[src/rtl/nad_pkg.sv]
package nad_pkg;

    localparam int SYNC_W = 16;
    localparam logic [SYNC_W-1:0] PREAMBLE_HEAD = 16'hF872;
    localparam logic [SYNC_W-1:0] PREAMBLE_TAIL = 16'h4E1F;

    typedef enum logic {
        MATCH_IDLE  = 1'b0,
        MATCH_ARMED = 1'b1
    } match_state_e;

    typedef struct packed {
        logic sync_hit;
        logic frame_tick;
    } nad_evt_t;

    function automatic logic is_head(input logic [SYNC_W-1:0] w);
        return w == PREAMBLE_HEAD;
    endfunction

    function automatic logic is_tail(input logic [SYNC_W-1:0] w);
        return w == PREAMBLE_TAIL;
    endfunction

endpackage

[src/rtl/nad_matcher.sv]
module nad_matcher
    import nad_pkg::*;
(
    input  logic              clk,
    input  logic              rst,
    input  logic              in_valid,
    input  logic              in_frame_start,
    input  logic [SYNC_W-1:0] sync_bits,
    output nad_evt_t          evt
);

    match_state_e state;

    always_comb begin
        evt.sync_hit   = in_valid && (state == MATCH_ARMED) && is_tail(sync_bits);
        evt.frame_tick = in_valid && in_frame_start;
    end

    always_ff @(posedge clk) begin
        if (rst) begin
            state <= MATCH_IDLE;
        end else if (in_valid) begin
            state <= is_head(sync_bits) ? MATCH_ARMED : MATCH_IDLE;
        end
    end

    // idle cycles leave the matcher untouched
    a_r5_hold_when_idle: assert property (@(posedge clk) disable iff (rst)
        !in_valid |=> $stable(state));

    // any non-head valid word disarms
    a_r4_disarm: assert property (@(posedge clk) disable iff (rst)
        (in_valid && !is_head(sync_bits)) |=> (state == MATCH_IDLE));

endmodule

[src/rtl/nad_timeout.sv]
module nad_timeout
    import nad_pkg::*;
#(
    parameter int FRAME_LIMIT = 4096
) (
    input  logic     clk,
    input  logic     rst,
    input  nad_evt_t evt,
    output logic     detect
);

    localparam int CNT_W = $clog2(FRAME_LIMIT + 1);
    localparam logic [CNT_W-1:0] LAST = CNT_W'(FRAME_LIMIT - 1);

    logic [CNT_W-1:0] frames;

    always_ff @(posedge clk) begin
        if (rst) begin
            detect <= 1'b0;
            frames <= '0;
        end else if (evt.sync_hit) begin
            detect <= 1'b1;
            frames <= '0;
        end else if (detect && evt.frame_tick) begin
            if (frames == LAST) begin
                detect <= 1'b0;
                frames <= '0;
            end else begin
                frames <= frames + 1'b1;
            end
        end
    end

    // an accepted preamble raises the flag on the next edge
    a_r2_sync_sets_detect: assert property (@(posedge clk) disable iff (rst)
        evt.sync_hit |=> (detect && frames == '0));

    // the flag never rises without a preamble
    a_r6_no_rise_without_sync: assert property (@(posedge clk) disable iff (rst)
        (!detect && !evt.sync_hit) |=> !detect);

    // the flag only falls on a frame start
    a_r6_fall_on_frame: assert property (@(posedge clk) disable iff (rst)
        (detect && !evt.frame_tick) |=> detect);

    // the counter stays inside the window
    a_r7_count_bound: assert property (@(posedge clk) disable iff (rst)
        frames <= LAST);

endmodule

[src/rtl/nad_passthru.sv]
module nad_passthru #(
    parameter int DATA_W = 24
) (
    input  logic              clk,
    input  logic              rst,
    input  logic              in_valid,
    input  logic [DATA_W-1:0] in_word,
    output logic              out_valid,
    output logic [DATA_W-1:0] out_word
);

    always_ff @(posedge clk) begin
        if (rst) begin
            out_valid <= 1'b0;
            out_word  <= '0;
        end else begin
            out_valid <= in_valid;
            out_word  <= in_word;
        end
    end

endmodule

[src/rtl/nonaudio_autodetect.sv]
module nonaudio_autodetect
    import nad_pkg::*;
#(
    parameter int DATA_W      = 24,
    parameter int FRAME_LIMIT = 4096
) (
    input  logic              clk,
    input  logic              rst,
    input  logic              in_valid,
    input  logic [DATA_W-1:0] in_word,
    input  logic              in_frame_start,
    input  logic              cs_nonaudio,
    input  logic              deemph_auto_en,
    output logic              out_valid,
    output logic [DATA_W-1:0] out_word,
    output logic              detect,
    output logic              nonaudio,
    output logic              deemph_bypass
);

    nad_evt_t evt;

    nad_matcher u_match (
        .clk            (clk),
        .rst            (rst),
        .in_valid       (in_valid),
        .in_frame_start (in_frame_start),
        .sync_bits      (in_word[DATA_W-1 -: SYNC_W]),
        .evt            (evt)
    );

    nad_timeout #(.FRAME_LIMIT(FRAME_LIMIT)) u_timeout (
        .clk    (clk),
        .rst    (rst),
        .evt    (evt),
        .detect (detect)
    );

    nad_passthru #(.DATA_W(DATA_W)) u_pass (
        .clk       (clk),
        .rst       (rst),
        .in_valid  (in_valid),
        .in_word   (in_word),
        .out_valid (out_valid),
        .out_word  (out_word)
    );

    always_comb begin
        nonaudio      = detect | cs_nonaudio;
        deemph_bypass = deemph_auto_en & nonaudio;
    end

    // data passes unchanged with one register of delay
    a_r10_passthru: assert property (@(posedge clk) disable iff (rst)
        in_valid |=> (out_valid && out_word == $past(in_word)));

    // either source forces the non-audio indication
    a_r8_sources: assert property (@(posedge clk) disable iff (rst)
        (cs_nonaudio || detect) |-> nonaudio);

    // no bypass request while auto-select is off
    a_r9_gate: assert property (@(posedge clk) disable iff (rst)
        !deemph_auto_en |-> !deemph_bypass);

endmodule

[config.mk]
export PLATFORM = sky130hd
export DESIGN_NAME = nonaudio_autodetect
export DESIGN_NICKNAME = d
export VERILOG_FILES = /design/src/rtl/nad_pkg.sv /design/src/rtl/nad_matcher.sv /design/src/rtl/nad_timeout.sv /design/src/rtl/nad_passthru.sv /design/src/rtl/nonaudio_autodetect.sv
export SDC_FILE = /design/constraint.sdc
export NUM_CORES = 1
export LEC_CHECK = 0
export CORE_ASPECT_RATIO = 1.1
export CORE_MARGIN = 2
export CORE_UTILIZATION = 38
export DETAILED_ROUTE_END_ITERATION = 8
export MAX_ROUTING_LAYER = met4
export PLACE_DENSITY_LB_ADDON = 0.08
export RECOVER_POWER = 25
export SETUP_SLACK_MARGIN = 0.15
export SLEW_MARGIN = 30
export SYNTH_ARGS = -nofsm -noshare
export SYNTH_HDL_FRONTEND = slang
export SYNTH_HIERARCHICAL = 1
export SYNTH_SLANG_ARGS = --single-unit
[constraint.sdc]
create_clock -name clk -period 1.7 [get_ports clk]
set_input_delay 0.255 -clock clk [delete_from_list [all_inputs] [get_ports clk]]
set_output_delay 0.255 -clock clk [all_outputs]
set_load 0.02 [all_outputs]
==> flow_summary.json <==
{
  "design.die.area_mm2": 0.00435,
  "cap_violations": 0,
  "postSynthAreaPerCell_um2": 10.2,
  "synth_sequential_area_ratio_pct": 54.9,
  "timing.critical_path.required_ps": 1880,
  "fp.dieW_um": 63.1,
  "critPathMaxFanout": 5,
  "crit_type": "flop to flop",
  "drt-pass1-iter-count": 4,
  "timing.critical_path.arrival_ps": 1730,
  "netSwitchingPower_uw": 436,
  "synth_largest_area_cell": "sky130_fd_sc_hd__dfxtp_1",
  "globalRouteMet1Util_pct": 17.4,
  "final_core_utilization_pct": 67.8,
  "total_leakage_power_uw": 0.000998,
  "cp-end-kind": "flop",
  "antenna-diode-count": 0,
  "setup.reg_to_reg.worst_slack_ps": 150,
  "synth_ff_type": "sky130_fd_sc_hd__dfxtp_1",
  "netlist.area_leader.share_pct": 54.9,
  "wl_mm": 3.78,
  "detailed_place.area_mm2": 0.00227,
  "swShare_pct": 23.1,
  "drt_drc_violations_left": 0,
  "antenna_left": 0,
  "timing_worst_slew_pin_value_ps": 536,
  "worst_hold_path.endpoint": "u_pass/out_word[16]",
  "timing.final.max_slew_violations": 0,
  "clk_pin_slew_worst_paths_ps": 80,
  "synthArstFlopShare_pct": 0,
  "final.setup_skew_ps": 5.46,
  "tritoncts": "done",
  "post_synth_most_frequent_cells": "sky130_fd_sc_hd__dfxtp_1 (40), sky130_fd_sc_hd__nor2b_1 (24), sky130_fd_sc_hd__nor2_1 (17)",
  "setup_total_negative_slack_ps": 0,
  "drtIter0Drc": 23,
  "reg2regPathDepth": 6,
  "synth_edf_count": 0,
  "io_buffer_count": 57,
  "final_worst_path_setup_slack_ps": 150,
  "max_clk_rate_ghz": 0.645,
  "final.fill_count": 314,
  "grt_antenna_before_repair": 0,
  "cts_max_level": 2,
  "postSynthCellCount": 143,
  "netlist_area_mm2": 0.00146,
  "post_drt_via_cell_ratio": 4.74,
  "comb_power_share_pct": 13.9,
  "clock_power_share_pct": 34.4,
  "grt_first_pass_wirelength_mm": 5.69,
  "num-nets-final": 261,
  "ys_warn_count": 6,
  "area_delta_synth_final_pct": 69.7,
  "irDropWorstVdd_mv": 0.490,
  "powerDensity_mw_per_mm2": 761,
  "crit_path_start_kind": "flop",
  "timing.final.hold_violations": 0,
  "gp_congestion": 0.776,
  "grt_overflow_total": 0,
  "fin_crit_sh_pct": 91.2,
  "finalInstanceArea_mm2": 0.00248,
  "dr_total_vias": 1333,
  "synthDistinctLibCells": 29,
  "rsz0062_at_grt": "yes",
  "hold_path_depth": 2,
  "global_route.usage.total_pct": 17.8,
  "grt.met2_usage_pct": 33.8,
  "synth_most_common_cell": "sky130_fd_sc_hd__dfxtp_1",
  "layout.area.seq_um2": 812,
  "insertion_delay_ps": 290,
  "r2r-end": "u_timeout/frames[6]",
  "core_area_mm2": 0.00365,
  "seq_power_share_pct": 51.6,
  "synth.ff_latch_count": 40,
  "use_met3_pct": 4.22,
  "placement_row_count": 23,
  "final_count_of_negative_setup_slack_endpoints": 0,
  "clock_sinks": 40,
  "clk_path_buf_depth": 2,
  "r2r-start": "u_timeout/frames[0]",
  "die_y_um": 69.0,
  "footprint_of_the_multi_input_gates_um2": 717,
  "root_buffer_master": "sky130_fd_sc_hd__clkbuf_8",
  "final_worst_path_period_need_ps": 1550,
  "status": "finished clean",
  "gr-max-usage-layer": "met2",
  "hp-class": "primary input to flop",
  "cells_taking_the_most_area_after_synthesis": "sky130_fd_sc_hd__dfxtp_1 (55%), sky130_fd_sc_hd__nor2b_1 (10%), sky130_fd_sc_hd__xnor2_1 (4.8%)",
  "max_slew_margin_pct": 64.3,
  "tritoncts.num_buffers": 5,
  "io-pin-count": 58,
  "source_of_the_worst_hold_timing_path": "in_word[16]",
  "place_ws_ps": -415,
  "internal_power_uw": 1450,
  "synth.net_count": 174,
  "grt_pass1_vias": 1311,
  "wire_per_inst_um": 13.4,
  "initial_utilization_pct": 39.9,
  "dp.final_hpwl_mm": 2.71,
  "fraction_of_final_layout_cells_with_drive_strength_greater_than_1_pct": 25.5,
  "grt_start_max_net_pins": 29
}
critical path, cell delays in order (launching register included):
cell and delay (ps):
sky130_fd_sc_hd__dfxtp_4 390, sky130_fd_sc_hd__ha_4 130, sky130_fd_sc_hd__nand3_2 70, sky130_fd_sc_hd__or3_4 360, sky130_fd_sc_hd__o31ai_4 280, sky130_fd_sc_hd__buf_6 170
sky130_fd_sc_hd__nor2_2 30
cell families after synthesis:
family / count (synthesis) / synth area share [%]
fa+ha+maj: 1 / 0.857
xor+xnor: 10 / 6.00
buf+inv: 5 / 1.80
flops: 40 / 54.9
simple gates: 80 / 31.8
compound gates: 7 / 4.63
state kept, by name, indices dropped and copies added (netlist names):
name and flops:
u_match/state 1, u_timeout/detect 1, u_pass/out_valid 1, u_timeout/frames 13, u_pass/out_word 24
power groups by stage:
stage          Clock (uW)  Combinational, uW  Sequential [uW]
2_1_floorplan           0               48.0             1040
3_5_place_dp            0                263              998
5_1_grt               708                279              976
3_3_place_gp            0                259              997
4_1_cts               668                264              977
6_report              648                263              973
cells in the final DEF (no fill, tap or decap), types with 2 or more instances in the layout:
master                            count
sky130_fd_sc_hd__xnor2_1              8
sky130_fd_sc_hd__dfxtp_4              2
sky130_fd_sc_hd__nor4_2               3
sky130_fd_sc_hd__nor2b_1             24
sky130_fd_sc_hd__nand4b_1             2
sky130_fd_sc_hd__clkbuf_8             6
sky130_fd_sc_hd__nor2_1              11
sky130_fd_sc_hd__xor2_1               2
sky130_fd_sc_hd__clkdlybuf4s50_1     42
sky130_fd_sc_hd__nand3_1              3
sky130_fd_sc_hd__buf_6                4
sky130_fd_sc_hd__dlygate4sd2_1        7
sky130_fd_sc_hd__or3_4                2
sky130_fd_sc_hd__nor3_1               2
sky130_fd_sc_hd__buf_4               20
sky130_fd_sc_hd__nand3_2              3
sky130_fd_sc_hd__inv_1                3
sky130_fd_sc_hd__dlymetal6s2s_1       7
sky130_fd_sc_hd__dfxtp_2              3
sky130_fd_sc_hd__nor2_2               6
sky130_fd_sc_hd__dfxtp_1             35
sky130_fd_sc_hd__o31ai_1              2
sky130_fd_sc_hd__nand4_1              4
sky130_fd_sc_hd__nand2_1              9
area by class of cell:
| class | instances | share of cell area, % |
|---|---|---|
| Multi-Input combinational cell | 98 | 29.0 |
| Inverter | 3 | 0.455 |
| Clock buffer | 7 | 3.49 |
| Clock inverter | 1 | 0.303 |
| Tap cell | 50 | 2.53 |
| Timing Repair Buffer | 82 | 31.5 |
| Sequential cell | 40 | 32.8 |
worst max path at each step:
stage | from | end | slack, ps | cells past startpoint
finish | u_timeout/frames[0] | u_timeout/frames[6] | 150 | 6
global route | rst | u_match/state | 100 | 5
CTS | u_match/state | u_timeout/frames[0] | 50 | 6
detailed placement | in_word[16] | u_timeout/frames[0] | -420 | 8
global placement | in_word[9] | u_timeout/detect | -370 | 7
floorplan | u_timeout/frames[1] | u_timeout/frames[10] | 150 | 5
per-stage QoR:
| stage | instances | hold slack, ps | power [uW] |
|---|---|---|---|
| finish | 281 | 223 | 1880 |
| detailed placement | 270 | 443 | 1260 |
| global route | 281 | 230 | 1960 |
| global placement | 270 | 450 | 1260 |
| floorplan | 143 | 320 | 1090 |
| CTS | 278 | 416 | 1910 |
metal layers:
| layer | up-vias | wire [um] |
|---|---|---|
| met5 | - | 0 |
| met2 | 36 | 2100 |
| li1 | 655 | - |
| met3 | 4 | 118 |
| met1 | 638 | 1520 |
| met4 | 0 | 39 |
repair_timing:
item	4_1_cts	5_1_grt
pin swaps	16	7
setup buffers	0	3
cloned	0	0
hold buffers	0	0
setup endpoints to repair	17	14
resized for setup	16	21
Power figures use the tool's default switching activity.
